==> config.mk <==
export PLATFORM = sky130hd
export DESIGN_NAME = irq_page_stack
export DESIGN_NICKNAME = d
export VERILOG_FILES = /design/src/rtl/ips_pkg.sv /design/src/rtl/ips_page_map.sv /design/src/rtl/ips_ctrl.sv /design/src/rtl/ips_stack.sv /design/src/rtl/irq_page_stack.sv
export SDC_FILE = /design/constraint.sdc
export NUM_CORES = 1
export LEC_CHECK = 0
export ABC_AREA = 1
export CAP_MARGIN = 20
export CORE_AREA = 2 2 62 64
export CTS_CLUSTER_SIZE = 8
export DETAILED_ROUTE_END_ITERATION = 12
export DIE_AREA = 0 0 64 66
export DONT_BUFFER_PORTS = 1
export PLACE_DENSITY = 0.55
export SLEW_MARGIN = 20
export SYNTH_ARGS = -nofsm -noshare
export SYNTH_HDL_FRONTEND = slang
export SYNTH_SLANG_ARGS = --single-unit
==> constraint.sdc <==
create_clock -name clk -period 1.7 [get_ports clk]
set_input_delay 0.255 -clock clk [delete_from_list [all_inputs] [get_ports clk]]
set_output_delay 0.255 -clock clk [all_outputs]
set_load 0.01 [all_outputs]
==> src/rtl/ips_pkg.sv <==
package ips_pkg;

    localparam int PAGE_W  = 8;
    localparam int SRC_W   = 4;
    localparam int NUM_SRC = 1 << SRC_W;
    localparam int STACK_D = 3;
    localparam int SEL_W   = $clog2(STACK_D + 1);
    localparam int MAP_W   = NUM_SRC * PAGE_W;

    typedef logic [PAGE_W-1:0] page_t;
    typedef logic [SEL_W-1:0]  slot_t;

    typedef enum logic [1:0] {
        STK_HOLD,
        STK_PUSH,
        STK_POP,
        STK_WRITE
    } stk_op_e;

    typedef struct packed {
        slot_t slot;
        page_t data;
    } wr_req_t;

    // Default per-source map: source n selects page n*0x11.
    function automatic logic [MAP_W-1:0] build_page_map();
        logic [MAP_W-1:0] m;
        m = '0;
        for (int k = 0; k < NUM_SRC; k++) begin
            m[k*PAGE_W +: PAGE_W] = page_t'((k * 17) % (1 << PAGE_W));
        end
        return m;
    endfunction

    function automatic logic slot_valid(slot_t s);
        return int'(s) < STACK_D;
    endfunction

endpackage

==> src/rtl/ips_page_map.sv <==
module ips_page_map
    import ips_pkg::*;
#(
    parameter logic [MAP_W-1:0] MAP = build_page_map()
) (
    input  logic [SRC_W-1:0] src,
    output page_t            page
);

    page_t tbl [NUM_SRC];

    for (genvar g = 0; g < NUM_SRC; g++) begin : g_tbl
        assign tbl[g] = MAP[g*PAGE_W +: PAGE_W];
    end

    assign page = tbl[src];

endmodule

==> src/rtl/ips_ctrl.sv <==
module ips_ctrl
    import ips_pkg::*;
(
    input  logic    auto_en,
    input  logic    irq_take,
    input  logic    irq_ret,
    input  logic    sw_wr_en,
    input  slot_t   sw_wsel,
    input  page_t   sw_wdata,
    output stk_op_e op,
    output wr_req_t wr
);

    // Priority: push, then pop, then software write.
    always_comb begin
        wr.slot = sw_wsel;
        wr.data = sw_wdata;
        if (auto_en && irq_take) begin
            op = STK_PUSH;
        end else if (auto_en && irq_ret) begin
            op = STK_POP;
        end else if (sw_wr_en && slot_valid(sw_wsel)) begin
            op = STK_WRITE;
        end else begin
            op = STK_HOLD;
        end
    end

endmodule

==> src/rtl/ips_stack.sv <==
module ips_stack
    import ips_pkg::*;
(
    input  logic    clk,
    input  logic    rst,
    input  stk_op_e op,
    input  page_t   new_page,
    input  wr_req_t wr,
    output page_t   ent [STACK_D]
);

    page_t q [STACK_D];

    for (genvar g = 0; g < STACK_D; g++) begin : g_lvl
        page_t from_above;
        page_t from_below;

        if (g == 0) begin : g_top
            assign from_above = new_page;
        end else begin : g_inner
            assign from_above = q[g-1];
        end

        if (g == STACK_D - 1) begin : g_bot
            assign from_below = q[g];
        end else begin : g_upper
            assign from_below = q[g+1];
        end

        always_ff @(posedge clk) begin
            if (rst) begin
                q[g] <= '0;
            end else begin
                unique case (op)
                    STK_PUSH:  q[g] <= from_above;
                    STK_POP:   q[g] <= from_below;
                    STK_WRITE: if (wr.slot == slot_t'(g)) q[g] <= wr.data;
                    default:   q[g] <= q[g];
                endcase
            end
        end

        assign ent[g] = q[g];
    end

endmodule

==> src/rtl/irq_page_stack.sv <==
module irq_page_stack
    import ips_pkg::*;
#(
    parameter logic [MAP_W-1:0] PAGE_MAP = build_page_map()
) (
    input  logic             clk,
    input  logic             rst,
    input  logic             auto_en,
    input  logic             irq_take,
    input  logic [SRC_W-1:0] irq_src,
    input  logic             irq_ret,
    input  logic             sw_wr_en,
    input  logic [SEL_W-1:0] sw_wsel,
    input  logic [PAGE_W-1:0] sw_wdata,
    input  logic [SEL_W-1:0] sw_rsel,
    output logic [PAGE_W-1:0] sw_rdata,
    output logic [PAGE_W-1:0] page_sel
);

    page_t   src_page;
    stk_op_e op;
    wr_req_t wr;
    page_t   ent_q [STACK_D];

    ips_page_map #(.MAP(PAGE_MAP)) u_map (
        .src  (irq_src),
        .page (src_page)
    );

    ips_ctrl u_ctrl (
        .auto_en  (auto_en),
        .irq_take (irq_take),
        .irq_ret  (irq_ret),
        .sw_wr_en (sw_wr_en),
        .sw_wsel  (sw_wsel),
        .sw_wdata (sw_wdata),
        .op       (op),
        .wr       (wr)
    );

    ips_stack u_stack (
        .clk      (clk),
        .rst      (rst),
        .op       (op),
        .new_page (src_page),
        .wr       (wr),
        .ent      (ent_q)
    );

    always_comb begin
        sw_rdata = '0;
        for (int i = 0; i < STACK_D; i++) begin
            if (sw_rsel == slot_t'(i)) sw_rdata = ent_q[i];
        end
    end

    assign page_sel = ent_q[0];

endmodule

==> flow_summary.json, run 1 <==
{
  "status": "complete, no violations",
  "min_period_ns": 1.317,
  "drt-total-wl_mm": 4.204,
  "yosysTopAreaCellShare_pct": 46.91,
  "cp_cell_sequence": "nand2_1 > nand3_1",
  "ys_warn_count": 0,
  "num_antenna_cells": 0,
  "synth_seq_area_share_pct": 46.91,
  "routed_via_density": 5.649,
  "grt_start_max_net_pins": 16,
  "slowest_stage": "edfxtp_1",
  "grt_setup_unrepaired": "no",
  "worst_slew_pin_slew_ns": 0.9323,
  "postCtsSetupBuffers": 0,
  "top_register": "u_stack.q",
  "grt.overflow.total": 0,
  "dp_hpwl_mm": 2.946,
  "gp_congestion": 0.8542,
  "cts_max_level": 1,
  "crit_required_ns": 1.44,
  "grt_pass1_vias": 1400,
  "hold_viol": 0,
  "achievable-frequency_ghz": 0.7592,
  "slew_headroom_pct": 37.62,
  "yosysTopAreaCell": "edfxtp_1",
  "dieArea_sq_um": 4224,
  "synth_cells": 198,
  "drtAntennaViolNets": 0,
  "fin_tns_setup_ns": 0,
  "n_fill_cell": 342,
  "synth_area_sq_um": 1536,
  "cts_tree": "built",
  "grt_pass1_wl_mm": 6.693,
  "port_buffers": 0,
  "multi_input_area_sq_um": 663.1,
  "clk_pin_slew_worst_paths_ns": 0.14,
  "pwr_density_cell_nw_per_um2": 758.2,
  "fin_util_pct": 45.21,
  "grt_use_total_pct": 21.11,
  "total_power_w": 0.001217,
  "startpoint_type": "flip-flop",
  "finalSetupViolCount": 0,
  "ys_ff_latch": 24,
  "top_regs": "u_stack.q (24)",
  "drt_iter0_drc": 122,
  "hold_path.class": "in -> reg",
  "maxCapViolCount": 0,
  "ir_drop_mv": 0.3937,
  "synth_area_per_cell_sq_um": 7.760,
  "numCtsBuffers": 3,
  "clock-skew-final_ns": 0.001693,
  "rows": 22,
  "critPathCaptureType": "output port",
  "chipHeight_um": 66,
  "ys_types": 14,
  "ctsResizeCount": 0,
  "pin_count": 38,
  "drive_above_1_share_pct": 10.00,
  "ys_top_cells_by_area": "edfxtp_1 47%, nand2_1 21%, nand4_1 9.8%",
  "wire_per_inst_um": 16.95,
  "area_growth_syn_to_layout_pct": 4.479,
  "dr.pass1.iters": 4,
  "seq_area_sq_um": 720.7,
  "slew_violations": 0,
  "max_stage_delay_ns": 0.50,
  "cts_hold_repair.buffers": 0,
  "clock-sinks": 24,
  "vias": 1401,
  "worstPathMaxFanout": 3,
  "syn_nets": 220,
  "drc": 0,
  "clk_latency_ns": 0.32,
  "worstSetupPathType": "reg -> out",
  "clk_path_buf_depth": 2,
  "leakage_nw": 0.7255,
  "initial_core_util_pct": 43.27,
  "core-area_sq_um": 3551,
  "cts_root_buffer": "clkbuf_4",
  "worstPathArrival_ns": 1.06,
  "die_w_um": 64,
  "antenna_found_initial": 0,
  "finish.net_count": 223,
  "post-route-period-util_pct": 77.48,
  "largest_register_ffs": 24
}
-- final cells by class --
type,instances,area share (%)
multi-input cells,147,41.31
inverters,14,3.274
flip-flops and latches,24,44.89
well taps,48,3.741
clock buffers,3,1.403
clock inverters,1,0.2338
repair buffers,11,5.144
-- critical path: cells and delay by family, from the launching register on --
family	cells	cell delay, ns
DFF	1	0.50
and+or+nand+nor	2	0.24
-- synth_stat cells --
| cell type | n |
|---|---|
| nand2_1 | 86 |
| nand3_1 | 26 |
| edfxtp_1 | 24 |
| nand4_1 | 24 |
| inv_1 | 11 |
| buf_4 | 9 |
| nor2_1 | 7 |
| buf_2 | 2 |
| buf_6 | 2 |
| inv_2 | 2 |
| nor2_2 | 2 |
| clkinv_1 | 1 |
| nor2_4 | 1 |
| nor3_2 | 1 |
-- power by group --
part	switching [W]	internal [W]
registers	0.0000497	0.000714
clock network	0.000183	0.0000860
logic	0.000130	0.0000545
total	0.000363	0.000855
-- routing by layer --
metal	wire [um]	GRT usage (%)
met1	1741	27.06
met5	0	0
met4	91	10.87
met3	355	4.259
met2	2015	33.72
-- kinds of logic after synthesis --
kind of cell | count (synthesis) | share of synthesized area [%]
buf+inv | 27 | 9.934
flops | 24 | 46.91
simple gates | 147 | 43.16
-- stage by stage --
| step | hold slack, ns | setup WS (ns) | instances | area, sq um |
|---|---|---|---|---|
| 2_1_floorplan | 0.4725 | 0.2943 | 198 | 1536 |
| 3_3_place_gp | 0.4820 | 0.2272 | 244 | 1579 |
| 3_5_place_dp | 0.4882 | 0.1567 | 244 | 1579 |
| 4_1_cts | 0.1384 | 0.3566 | 248 | 1605 |
| 5_1_grt | 0.1385 | 0.3011 | 248 | 1605 |
| 6_report | 0.1508 | 0.3829 | 248 | 1605 |
-- placed cells by master (no fill, tap or decap) --
| master | n |
|---|---|
| nor3_2 | 1 |
| nor2_2 | 2 |
| clkinv_1 | 2 |
| nor2_1 | 7 |
| inv_1 | 11 |
| edfxtp_1 | 24 |
| buf_4 | 11 |
| clkbuf_4 | 3 |
| nand3_1 | 26 |
| inv_2 | 2 |
| nand2_1 | 86 |
| nor2_4 | 1 |
| nand4_1 | 24 |
-- final timing paths --
check                         end       startpoint  cells after the start  slack, ns
setup / recovery      sw_rdata[4]  u_stack.q[0][4]                      2       0.38
hold / removal    u_stack.q[1][4]      sw_wdata[4]                      2       0.15
setup reg to reg  u_stack.q[0][5]  u_stack.q[1][5]                      4       0.75
hold reg to reg   u_stack.q[1][6]  u_stack.q[2][6]                      2       0.59
No activity file was read; power rests on OpenSTA's default activity.
==> run 2, diff against run 1 <==
- PLACE_DENSITY: 0.55 -> 0.57
- clock period: 1.7 -> 1.1 ns (I/O delays scaled with it)
==> run 2 against run 1 <==
  * Die area stayed put
  * The flow now finishes with violations (setup timing)
  * Largest power group unchanged
  * Sequential share of layout area shrank 7.3 points
  * Combinational power increased by 130%
==> flow_summary.json, run 2 (synthesized netlist as in run 1, its figures left out) <==
{
  "status": "complete, but fails checks",
  "failed_checks": "setup timing",
  "slew_headroom_pct": 62.01,
  "pwr_density_cell_nw_per_um2": 1171,
  "finish.net_count": 239,
  "min_path_cells": 2,
  "critPathTopFamily": "flip-flops",
  "cp_cell_sequence": "nand2_2 > nand3_2",
  "crit_required_ns": 0.94,
  "holdWs_ns": 0.05093,
  "maxCapViolCount": 0,
  "grt_pass1_vias": 1463,
  "worstSetupPathType": "reg -> out",
  "cp_num_cells": 2,
  "num_antenna_cells": 0,
  "placed_cells": 251,
  "port_buffers": 0,
  "finalSetupViolCount": 9,
  "startpoint_type": "flip-flop",
  "clock-sinks": 24,
  "cts_tree": "built",
  "grt.overflow.total": 0,
  "grt_start_max_net_pins": 25,
  "final_common_cell": "nand2_1",
  "n_fill_cell": 335,
  "top_regs": "u_stack.q (24)",
  "clk_latency_ns": 0.32,
  "rr_worst_depth": 4,
  "vias": 1463,
  "slew_violations": 0,
  "worst_slew_pin_slew_ns": 0.5693,
  "numCtsBuffers": 3,
  "setup_ws_ns": -0.1165,
  "dr.pass1.iters": 4,
  "final_cell_mix": "75 x nand2_1, 24 x nand4_1, 24 x edfxtp_1, 21 x buf_4, 15 x nand3_1",
  "drc": 0,
  "dp_hpwl_mm": 3.044,
  "initial_core_util_pct": 43.27,
  "largest_register_ffs": 24,
  "top_register": "u_stack.q",
  "achievable-frequency_ghz": 0.8220,
  "grt_setup_unrepaired": "yes",
  "wire_per_inst_um": 16.78,
  "dieArea_sq_um": 4224,
  "clk_path_buf_depth": 2,
  "ir_drop_mv": 0.6305,
  "area_growth_syn_to_layout_pct": 24.67,
  "pin_count": 38,
  "clock-skew-final_ns": 0.01016,
  "hold_viol": 0,
  "hold_path.class": "in -> reg",
  "routed_via_density": 5.542,
  "slowest_stage": "edfxtp_1",
  "grt_pass1_wl_mm": 7.086,
  "clk_pin_slew_worst_paths_ns": 0.15,
  "max_stage_delay_ns": 0.53,
  "post-route-period-util_pct": 110.6,
  "drt-total-wl_mm": 4.431,
  "antenna_found_initial": 0,
  "drive_above_1_share_pct": 28.24,
  "rows": 22,
  "worstPathArrival_ns": 1.05,
  "chipHeight_um": 66,
  "grt_use_total_pct": 22.41,
  "final_cells": 264,
  "cts_max_level": 1,
  "critPathCaptureType": "output port",
  "drt_iter0_drc": 96,
  "leakage_nw": 0.9035,
  "core-area_sq_um": 3551,
  "gp_congestion": 0.8246,
  "worstPathMaxFanout": 3,
  "cp_num_buf_inv": 0,
  "cts_root_buffer": "clkbuf_4",
  "die_w_um": 64,
  "min_period_ns": 1.216,
  "regToRegSetupSlack_ns": 0.02,
  "drtAntennaViolNets": 0
}
-- run 2: cell count changes in the layout (fill, tap and decap cells not counted) --
| cell | delta |
|---|---|
| nand2_1 | -11 |
| nand3_1 | -11 |
| buf_4 | +10 |
| nand3_2 | +9 |
| buf_6 | +6 |
| nand2_2 | +5 |
| nand2_4 | +5 |
| nand3_4 | +2 |
| nor2_1 | -2 |
| nor2_2 | +2 |
| bufinv_16 | +1 |
| clkinv_1 | -1 |
| nand2_8 | +1 |
-- run 2: per-layer routing --
metal  part of all wire (%)  GRT usage, %  up-vias
li1                       -             -      709
met2                     49         36.98       75
met1                     39         28.65      675
met5                      0             0        -
met4                   0.79         8.696        0
met3                     11         4.940        4
-- run 2: worst reg2reg max path: cells and delay by family, from the launching register on --
family	cells	cell delay [ns]
DFF	1	0.46
and+or+nand+nor	2	0.11
buffers and inverters	2	0.29
-- run 2: power breakdown --
| group | internal, W | switching, W | total [W] | leakage [nW] |
|---|---|---|---|---|
| registers | 0.00110 | 0.0000658 | 0.00117 | 0.261 |
| clock network | 0.000368 | 0.000286 | 0.000654 | 0.0279 |
| logic | 0.000168 | 0.000253 | 0.000420 | 0.614 |
| total | 0.00164 | 0.000604 | 0.00224 | 0.904 |
-- run 2: path summary, 6_finish.rpt --
path,endpoint,startpoint
setup / recovery,sw_rdata[0],u_stack.q[0][0]
hold / removal,u_stack.q[1][6],sw_wdata[6]
setup reg to reg,u_stack.q[1][1],u_stack.q[0][1]
hold reg to reg,u_stack.q[1][7],u_stack.q[2][7]
-- run 2: area by class of cell --
cell class              instances  area [sq um]  area share (%)
clock inverters                 1         30.03           1.568
flip-flops and latches         24         720.7           37.62
repair buffers                 27         225.2           11.76
well taps                      48         60.06           3.135
clock buffers                   3         22.52           1.176
multi-input cells             147         804.5           42.00
inverters                      14         52.55           2.743
-- run 2: metrics by stage --
stage	utilization [%]	setup TNS [ns]	total power, W	setup WS, ns	cell area, sq um
2_1_floorplan	-	-0.6666	0.001439	-0.03659	1625
3_3_place_gp	48.45	-6.993	0.001533	-0.2356	1720
3_5_place_dp	48.45	-8.623	0.001539	-0.2807	1720
4_1_cts	52.75	-0.5019	0.002221	-0.1067	1873
5_1_grt	53.95	-0.9755	0.002324	-0.1516	1916
6_report	53.95	-0.4958	0.002243	-0.1165	1916
-- run 2: what timing repair did --
item | in CTS | in global routing
buffers inserted | 7 | 2
hold buffers | 0 | 0
endpoints found under the setup margin | 11 | 18
pin swaps | 16 | 5
resized for setup | 10 | 8
hold endpoints to repair | 0 | 0
